===== src/rtl/pg_pkg.sv =====
package pg_pkg;
  typedef enum logic {
    ACC_DATA  = 1'b0,
    ACC_FETCH = 1'b1
  } acc_e;

  localparam int unsigned DEF_ADDR_W  = 12;
  localparam int unsigned DEF_OFFS_W  = 7;
  localparam int unsigned DEF_FIELD_W = 3;
endpackage


===== src/rtl/pg_ea_calc.sv =====
module pg_ea_calc #(
  parameter int unsigned ADDR_W = pg_pkg::DEF_ADDR_W,
  parameter int unsigned OFFS_W = pg_pkg::DEF_OFFS_W
) (
  input  logic [ADDR_W-1:0] pc_i,
  input  logic [OFFS_W-1:0] offset_i,
  input  logic              page_sel_i,
  output logic [ADDR_W-1:0] ea_o
);
  localparam int unsigned PAGE_W = ADDR_W - OFFS_W;

  logic [PAGE_W-1:0] page;

  always_comb begin
    page = page_sel_i ? pc_i[ADDR_W-1:OFFS_W] : '0;
    ea_o = {page, offset_i};
  end
endmodule


===== src/rtl/pg_field_regs.sv =====
module pg_field_regs #(
  parameter int unsigned FIELD_W = pg_pkg::DEF_FIELD_W
) (
  input  logic               clk_i,
  input  logic               rst_ni,
  input  logic               if_we_i,
  input  logic [FIELD_W-1:0] if_wdata_i,
  input  logic               df_we_i,
  input  logic [FIELD_W-1:0] df_wdata_i,
  input  logic               jump_i,
  input  logic               int_ack_i,
  input  logic               restore_i,
  output logic [FIELD_W-1:0] if_o,
  output logic [FIELD_W-1:0] df_o
);
  logic [FIELD_W-1:0] if_q, pend_q, df_q, sav_if_q, sav_df_q;

  always_ff @(posedge clk_i or negedge rst_ni) begin
    if (!rst_ni) begin
      if_q     <= '0;
      pend_q   <= '0;
      df_q     <= '0;
      sav_if_q <= '0;
      sav_df_q <= '0;
    end else if (int_ack_i) begin
      sav_if_q <= if_q;
      sav_df_q <= df_q;
      if_q     <= '0;
      pend_q   <= '0;
      df_q     <= '0;
    end else begin
      if (jump_i) if_q <= pend_q;
      if (restore_i) begin
        pend_q <= sav_if_q;
        df_q   <= sav_df_q;
      end else begin
        if (if_we_i) pend_q <= if_wdata_i;
        if (df_we_i) df_q   <= df_wdata_i;
      end
    end
  end

  assign if_o = if_q;
  assign df_o = df_q;

  AST_INT_CLEARS: assert property (@(posedge clk_i) disable iff (!rst_ni)
    int_ack_i |=> (if_o == '0) && (df_o == '0));
  AST_INT_SAVES: assert property (@(posedge clk_i) disable iff (!rst_ni)
    int_ack_i |=> (sav_if_q == $past(if_o)) && (sav_df_q == $past(df_o)));
  AST_JUMP_COMMIT: assert property (@(posedge clk_i) disable iff (!rst_ni)
    (jump_i && !int_ack_i) |=> if_o == $past(pend_q));
  AST_IF_HOLDS: assert property (@(posedge clk_i) disable iff (!rst_ni)
    (!jump_i && !int_ack_i) |=> $stable(if_o));
  AST_DF_LOAD: assert property (@(posedge clk_i) disable iff (!rst_ni)
    (df_we_i && !int_ack_i && !restore_i) |=> df_o == $past(df_wdata_i));
  AST_RESTORE_DF: assert property (@(posedge clk_i) disable iff (!rst_ni)
    (restore_i && !int_ack_i) |=> df_o == $past(sav_df_q));
endmodule


===== src/rtl/pg_addr_out.sv =====
module pg_addr_out #(
  parameter int unsigned ADDR_W  = pg_pkg::DEF_ADDR_W,
  parameter int unsigned FIELD_W = pg_pkg::DEF_FIELD_W
) (
  input  logic                      clk_i,
  input  logic                      rst_ni,
  input  logic                      req_i,
  input  pg_pkg::acc_e              acc_i,
  input  logic [FIELD_W-1:0]        if_i,
  input  logic [FIELD_W-1:0]        df_i,
  input  logic [ADDR_W-1:0]         pc_i,
  input  logic [ADDR_W-1:0]         ea_i,
  output logic [FIELD_W+ADDR_W-1:0] addr_o,
  output logic                      valid_o
);
  localparam int unsigned PHYS_W = FIELD_W + ADDR_W;

  logic [PHYS_W-1:0] addr_d;

  always_comb begin
    if (acc_i == pg_pkg::ACC_FETCH) addr_d = {if_i, pc_i};
    else                            addr_d = {df_i, ea_i};
  end

  always_ff @(posedge clk_i or negedge rst_ni) begin
    if (!rst_ni) begin
      addr_o  <= '0;
      valid_o <= 1'b0;
    end else begin
      valid_o <= req_i;
      if (req_i) addr_o <= addr_d;
    end
  end

  AST_VALID_FOLLOWS: assert property (@(posedge clk_i) disable iff (!rst_ni)
    req_i |=> valid_o);
  AST_VALID_DROPS: assert property (@(posedge clk_i) disable iff (!rst_ni)
    !req_i |=> !valid_o);
  AST_FETCH_ADDR: assert property (@(posedge clk_i) disable iff (!rst_ni)
    (req_i && acc_i == pg_pkg::ACC_FETCH) |=>
      addr_o == {$past(if_i), $past(pc_i)});
  AST_DATA_FIELD: assert property (@(posedge clk_i) disable iff (!rst_ni)
    (req_i && acc_i == pg_pkg::ACC_DATA) |=>
      addr_o[PHYS_W-1:ADDR_W] == $past(df_i));
endmodule


===== src/rtl/pg_addr_gen.sv =====
module pg_addr_gen #(
  parameter int unsigned ADDR_W  = pg_pkg::DEF_ADDR_W,
  parameter int unsigned OFFS_W  = pg_pkg::DEF_OFFS_W,
  parameter int unsigned FIELD_W = pg_pkg::DEF_FIELD_W
) (
  input  logic                      clk_i,
  input  logic                      rst_ni,
  input  logic                      req_i,
  input  logic                      fetch_i,
  input  logic [ADDR_W-1:0]         pc_i,
  input  logic [OFFS_W-1:0]         offset_i,
  input  logic                      page_sel_i,
  input  logic                      if_we_i,
  input  logic [FIELD_W-1:0]        if_wdata_i,
  input  logic                      df_we_i,
  input  logic [FIELD_W-1:0]        df_wdata_i,
  input  logic                      jump_i,
  input  logic                      int_ack_i,
  input  logic                      restore_i,
  output logic [FIELD_W+ADDR_W-1:0] addr_o,
  output logic                      addr_valid_o,
  output logic [FIELD_W-1:0]        if_o,
  output logic [FIELD_W-1:0]        df_o
);
  localparam int unsigned PAGE_W = ADDR_W - OFFS_W;

  logic [ADDR_W-1:0] ea;
  pg_pkg::acc_e      acc;

  assign acc = pg_pkg::acc_e'(fetch_i);

  pg_ea_calc #(.ADDR_W(ADDR_W), .OFFS_W(OFFS_W)) i_ea (
    .pc_i       (pc_i),
    .offset_i   (offset_i),
    .page_sel_i (page_sel_i),
    .ea_o       (ea)
  );

  pg_field_regs #(.FIELD_W(FIELD_W)) i_fields (
    .clk_i      (clk_i),
    .rst_ni     (rst_ni),
    .if_we_i    (if_we_i),
    .if_wdata_i (if_wdata_i),
    .df_we_i    (df_we_i),
    .df_wdata_i (df_wdata_i),
    .jump_i     (jump_i),
    .int_ack_i  (int_ack_i),
    .restore_i  (restore_i),
    .if_o       (if_o),
    .df_o       (df_o)
  );

  pg_addr_out #(.ADDR_W(ADDR_W), .FIELD_W(FIELD_W)) i_out (
    .clk_i   (clk_i),
    .rst_ni  (rst_ni),
    .req_i   (req_i),
    .acc_i   (acc),
    .if_i    (if_o),
    .df_i    (df_o),
    .pc_i    (pc_i),
    .ea_i    (ea),
    .addr_o  (addr_o),
    .valid_o (addr_valid_o)
  );

  AST_PAGE_ZERO: assert property (@(posedge clk_i) disable iff (!rst_ni)
    (req_i && !fetch_i && !page_sel_i) |=>
      (addr_o[ADDR_W-1:OFFS_W] == '0) && (addr_o[OFFS_W-1:0] == $past(offset_i)));
  AST_CUR_PAGE: assert property (@(posedge clk_i) disable iff (!rst_ni)
    (req_i && !fetch_i && page_sel_i) |=>
      (addr_o[ADDR_W-1:OFFS_W] == $past(pc_i[ADDR_W-1:OFFS_W])) &&
      (addr_o[OFFS_W-1:0] == $past(offset_i)));
  AST_PAGE_W_OK: assert final (PAGE_W > 0);
endmodule


===== config.mk =====
export PLATFORM = sky130hd
export DESIGN_NAME = pg_addr_gen
export DESIGN_NICKNAME = d
export VERILOG_FILES = /design/src/rtl/pg_pkg.sv /design/src/rtl/pg_ea_calc.sv /design/src/rtl/pg_field_regs.sv /design/src/rtl/pg_addr_out.sv /design/src/rtl/pg_addr_gen.sv
export SDC_FILE = /design/constraint.sdc
export NUM_CORES = 1
export LEC_CHECK = 0
export ABC_CLOCK_PERIOD_IN_PS = 800
export CAP_MARGIN = 0
export CORE_MARGIN = 3
export CORE_UTILIZATION = 30
export CTS_CLUSTER_SIZE = 40
export DETAILED_ROUTE_END_ITERATION = 8
export DONT_BUFFER_PORTS = 1
export GPL_TIMING_DRIVEN = 0
export PLACE_DENSITY = 0.49
export SYNTH_ARGS = -nofsm -noshare
export SYNTH_HDL_FRONTEND = slang
export SYNTH_HIERARCHICAL = 1
export SYNTH_SLANG_ARGS = --single-unit

===== constraint.sdc =====
create_clock -name clk_i -period 0.8 [get_ports clk_i]
set_input_delay 0.12 -clock clk_i [delete_from_list [all_inputs] [get_ports clk_i]]
set_output_delay 0.12 -clock clk_i [all_outputs]
set_load 0.005 [all_outputs]

==> results_dict.tcl <==
set metrics [dict create \
    grt_pass1_vias 1082 \
    wirelength_mm 3.220 \
    dr_total_vias 951 \
    placedCellCount 191 \
    synthDominantCellAreaShare_pct 52.77 \
    die_h_microns 76.01 \
    syn-cell-area_sq_um 1470 \
    clock_skew_ns 0.004897 \
    cts_made_buffers 5 \
    cts-htree-levels 2 \
    power_frac_comb_pct 9.7 \
    synth_fp_nets 161 \
    std_cell_rows 24 \
    yosys_most_used_dff "dfrtp_1" \
    yosysTopAreaCell "dfrtp_1" \
    synthCells 126 \
    diodes 0 \
    synthTopCellsByCount "31 x dfrtp_1, 24 x mux2i_1, 18 x nor2_1, 15 x a21oi_1, 7 x buf_4" \
    synthSimpleGateAreaFrac_pct 9.277 \
    finalCritPeriodShare_pct 105.7 \
    die_w_microns 76.01 \
    maxCapViolations 0 \
    worstPathRequired_ns 0.68 \
    max_freq_mhz 1183 \
    gr-total-overflow 0 \
    clock-sinks 31 \
    crit_path_start_kind "flip-flop" \
    routedWlPerCell_microns 16.02 \
    swShare_pct 22.18 \
    cts_tree "done" \
    cp-end-kind "primary output" \
    ys_ff_latch 31 \
    grt_pass1_wl_mm 5.471 \
    ys_types 16 \
    hpwlAfterDp_mm 2.337 \
    p_total_mw 3.751 \
    intPower_mw 2.919 \
    dp_slack_ns -0.08990 \
    synth_most_common_cell "dfrtp_1" \
    portBuffers 0 \
    crit_path_max_fanout 4 \
    syn_avg_cell_area_sq_um 11.67 \
    power.leakage_nw 0.7978 \
    core-area_sq_um 4534 \
    ys_async_sr_fraction_pct 100.0 \
    setup_slack_ns -0.04549 \
    ir_worst_vdd_uv 1022 \
    finalMaxSlewViolations 0 \
    finalSetupTns_ns -0.3524 \
    drc 0 \
    synth-compound-area-share_pct 8.170 \
    ys_top_cells_by_area "dfrtp_1 53%, mux2i_1 16%, a21oi_1 5.1%" \
    antenna_found_initial 0 \
    clkLatencyLatePin_ns 0.28 \
    nNetsFinal 170 \
    critPathKind "flip-flop to primary output" \
    synth_top_family_by_area "multiplexers" \
    drtPass1Iterations 6 \
    path_clk_slew_ns 0.06 \
    stdcell_count 201 \
    synth_fa_ha_area_share_pct 0 \
    cts_setup_buffers 0 \
    holdWs_ns -0.4712 \
    gp_congestion 0.7387 \
    yosys_warnings 6 \
    rsz0062_at_grt "yes" \
    fp.dieArea_sq_um 5777 \
    p_switching_uw 832.1 \
    layout-drive-gt1-share_pct 23.53 \
    worst_pin_slew_ns 0.4663 \
    vias_per_cell 4.731 \
    power.share.clock_pct 41.9 \
    status "complete, but fails checks" \
    synth_xor_area_share_pct 0 \
    period_needed_ns 0.8455 \
    worstHoldPathType "primary input to asynchronous set/reset pin" \
    num-fill-cells 463 \
    ctsLongestPathBuffers 2 \
    finalSetupViolations 17 \
    synth.area.mux_share_pct 21.19 \
    boundaryPins 57 \
    initial_core_util_pct 32.42 \
    clockRootBuffer "clkbuf_8" \
    slew-limit-headroom_pct 68.91 \
    synthToLayoutAreaGrowth_pct 16.94 \
    grt_max_degree 32 \
    seqPwrFrac_pct 48.3 \
    holdBufCountCts 2 \
    grt_use_total_pct 11.91 \
    synth_edf_count 0 \
    ant_nets 0 \
    violations "negative hold slack, negative setup slack" \
    hold_viol 31 \
    worstPathArrival_ns 0.73 \
    p_per_area_nw_per_um2 2182 \
    drt_iter0_markers 50 \
    yosysSeqAreaShare_pct 52.77 \
]
[timing repair]
action / in CTS / in global routing
pin swaps: 6 / 3
endpoints found under the hold margin: 33 / 31
setup endpoints to repair: 33 / 40
gates resized for setup: 5 / 6
[through the flow]
stage | cell area, sq um | utilization, %
after floorplan | 1470 | -
after global placement | 1551 | 34.22
after detailed placement | 1551 | 34.22
after CTS | 1705 | 37.61
after global routing | 1719 | 37.91
final | 1719 | 37.91
[power by group through the flow]
stage / clock network [mW] / registers, mW / logic, mW
2_1_floorplan: 0 / 1.80 / 0.296
3_3_place_gp: 0 / 1.84 / 0.334
3_5_place_dp: 0 / 1.84 / 0.345
4_1_cts: 1.64 / 1.81 / 0.364
5_1_grt: 1.70 / 1.83 / 0.412
6_report: 1.57 / 1.81 / 0.366
[area by class of cell]
cell class | count | area (sq um) | area share (%)
Buffer | 14 | 122.6 | 7.132
Clock buffer | 6 | 82.58 | 4.803
Clock inverter | 2 | 35.03 | 2.038
Inverter | 1 | 3.754 | 0.2183
Multi-Input combinational cell | 80 | 591.8 | 34.43
Sequential cell | 31 | 782.0 | 45.49
Tap cell | 65 | 81.33 | 4.731
Timing Repair Buffer | 2 | 20.02 | 1.164
[cell families after synthesis]
kind of cell,after synthesis
AO/OA/AOI/OAI,21
buffers and inverters,15
flip-flops,31
multiplexers,30
AND/OR/NAND/NOR,29
[path summary, 6_finish.rpt]
kind	endpoint	cells after the start	slack (ns)	startpoint
max reg2reg	i_fields/sav_df_q[0]	1	-0.02	i_fields/df_o[0]
min in group clk_i	i_fields/if_o[0]	2	0.01	jump_i
min reg2reg	i_fields/sav_df_q[0]	1	0.51	i_fields/sav_df_q[0]
max	df_o[0]	0	-0.05	i_fields/df_o[0]
max in group asynchronous	i_out/addr_o[1]	0	1.18	rst_ni
min	i_fields/pend_q[2]	0	-0.47	rst_ni
[state kept, by name (all words and copies together) (netlist names)]
signal             cells
i_out/addr_o          15
i_fields/df_o          3
i_fields/if_o          3
i_fields/pend_q        3
i_fields/sav_df_q      3
i_fields/sav_if_q      3
i_out/valid_o          1
[cells in the final DEF (no fill, tap or decap), types with 2 or more instances in the layout]
cell / netlist / routed
a211oi_1: 6 / 5
a21oi_1: 15 / 15
and2_1: 5 / 5
buf_4: 7 / 7
buf_6: 2 / 2
clkbuf_1: 2 / 2
clkbuf_8: 0 / 6
dfrtp_1: 31 / 26
dfrtp_2: 0 / 5
dlygate4sd3_1: 0 / 2
mux2_4: 1 / 6
mux2i_1: 24 / 24
nor2_1: 18 / 18
nor2b_1: 6 / 6
[layer usage]
layer / track usage [%] / wire, microns
met5: 0 / 0
met4: 5.435 / 68
met3: 5.792 / 337
met2: 18.44 / 1495
met1: 13.91 / 1320
(Power assumes the default switching activity.)
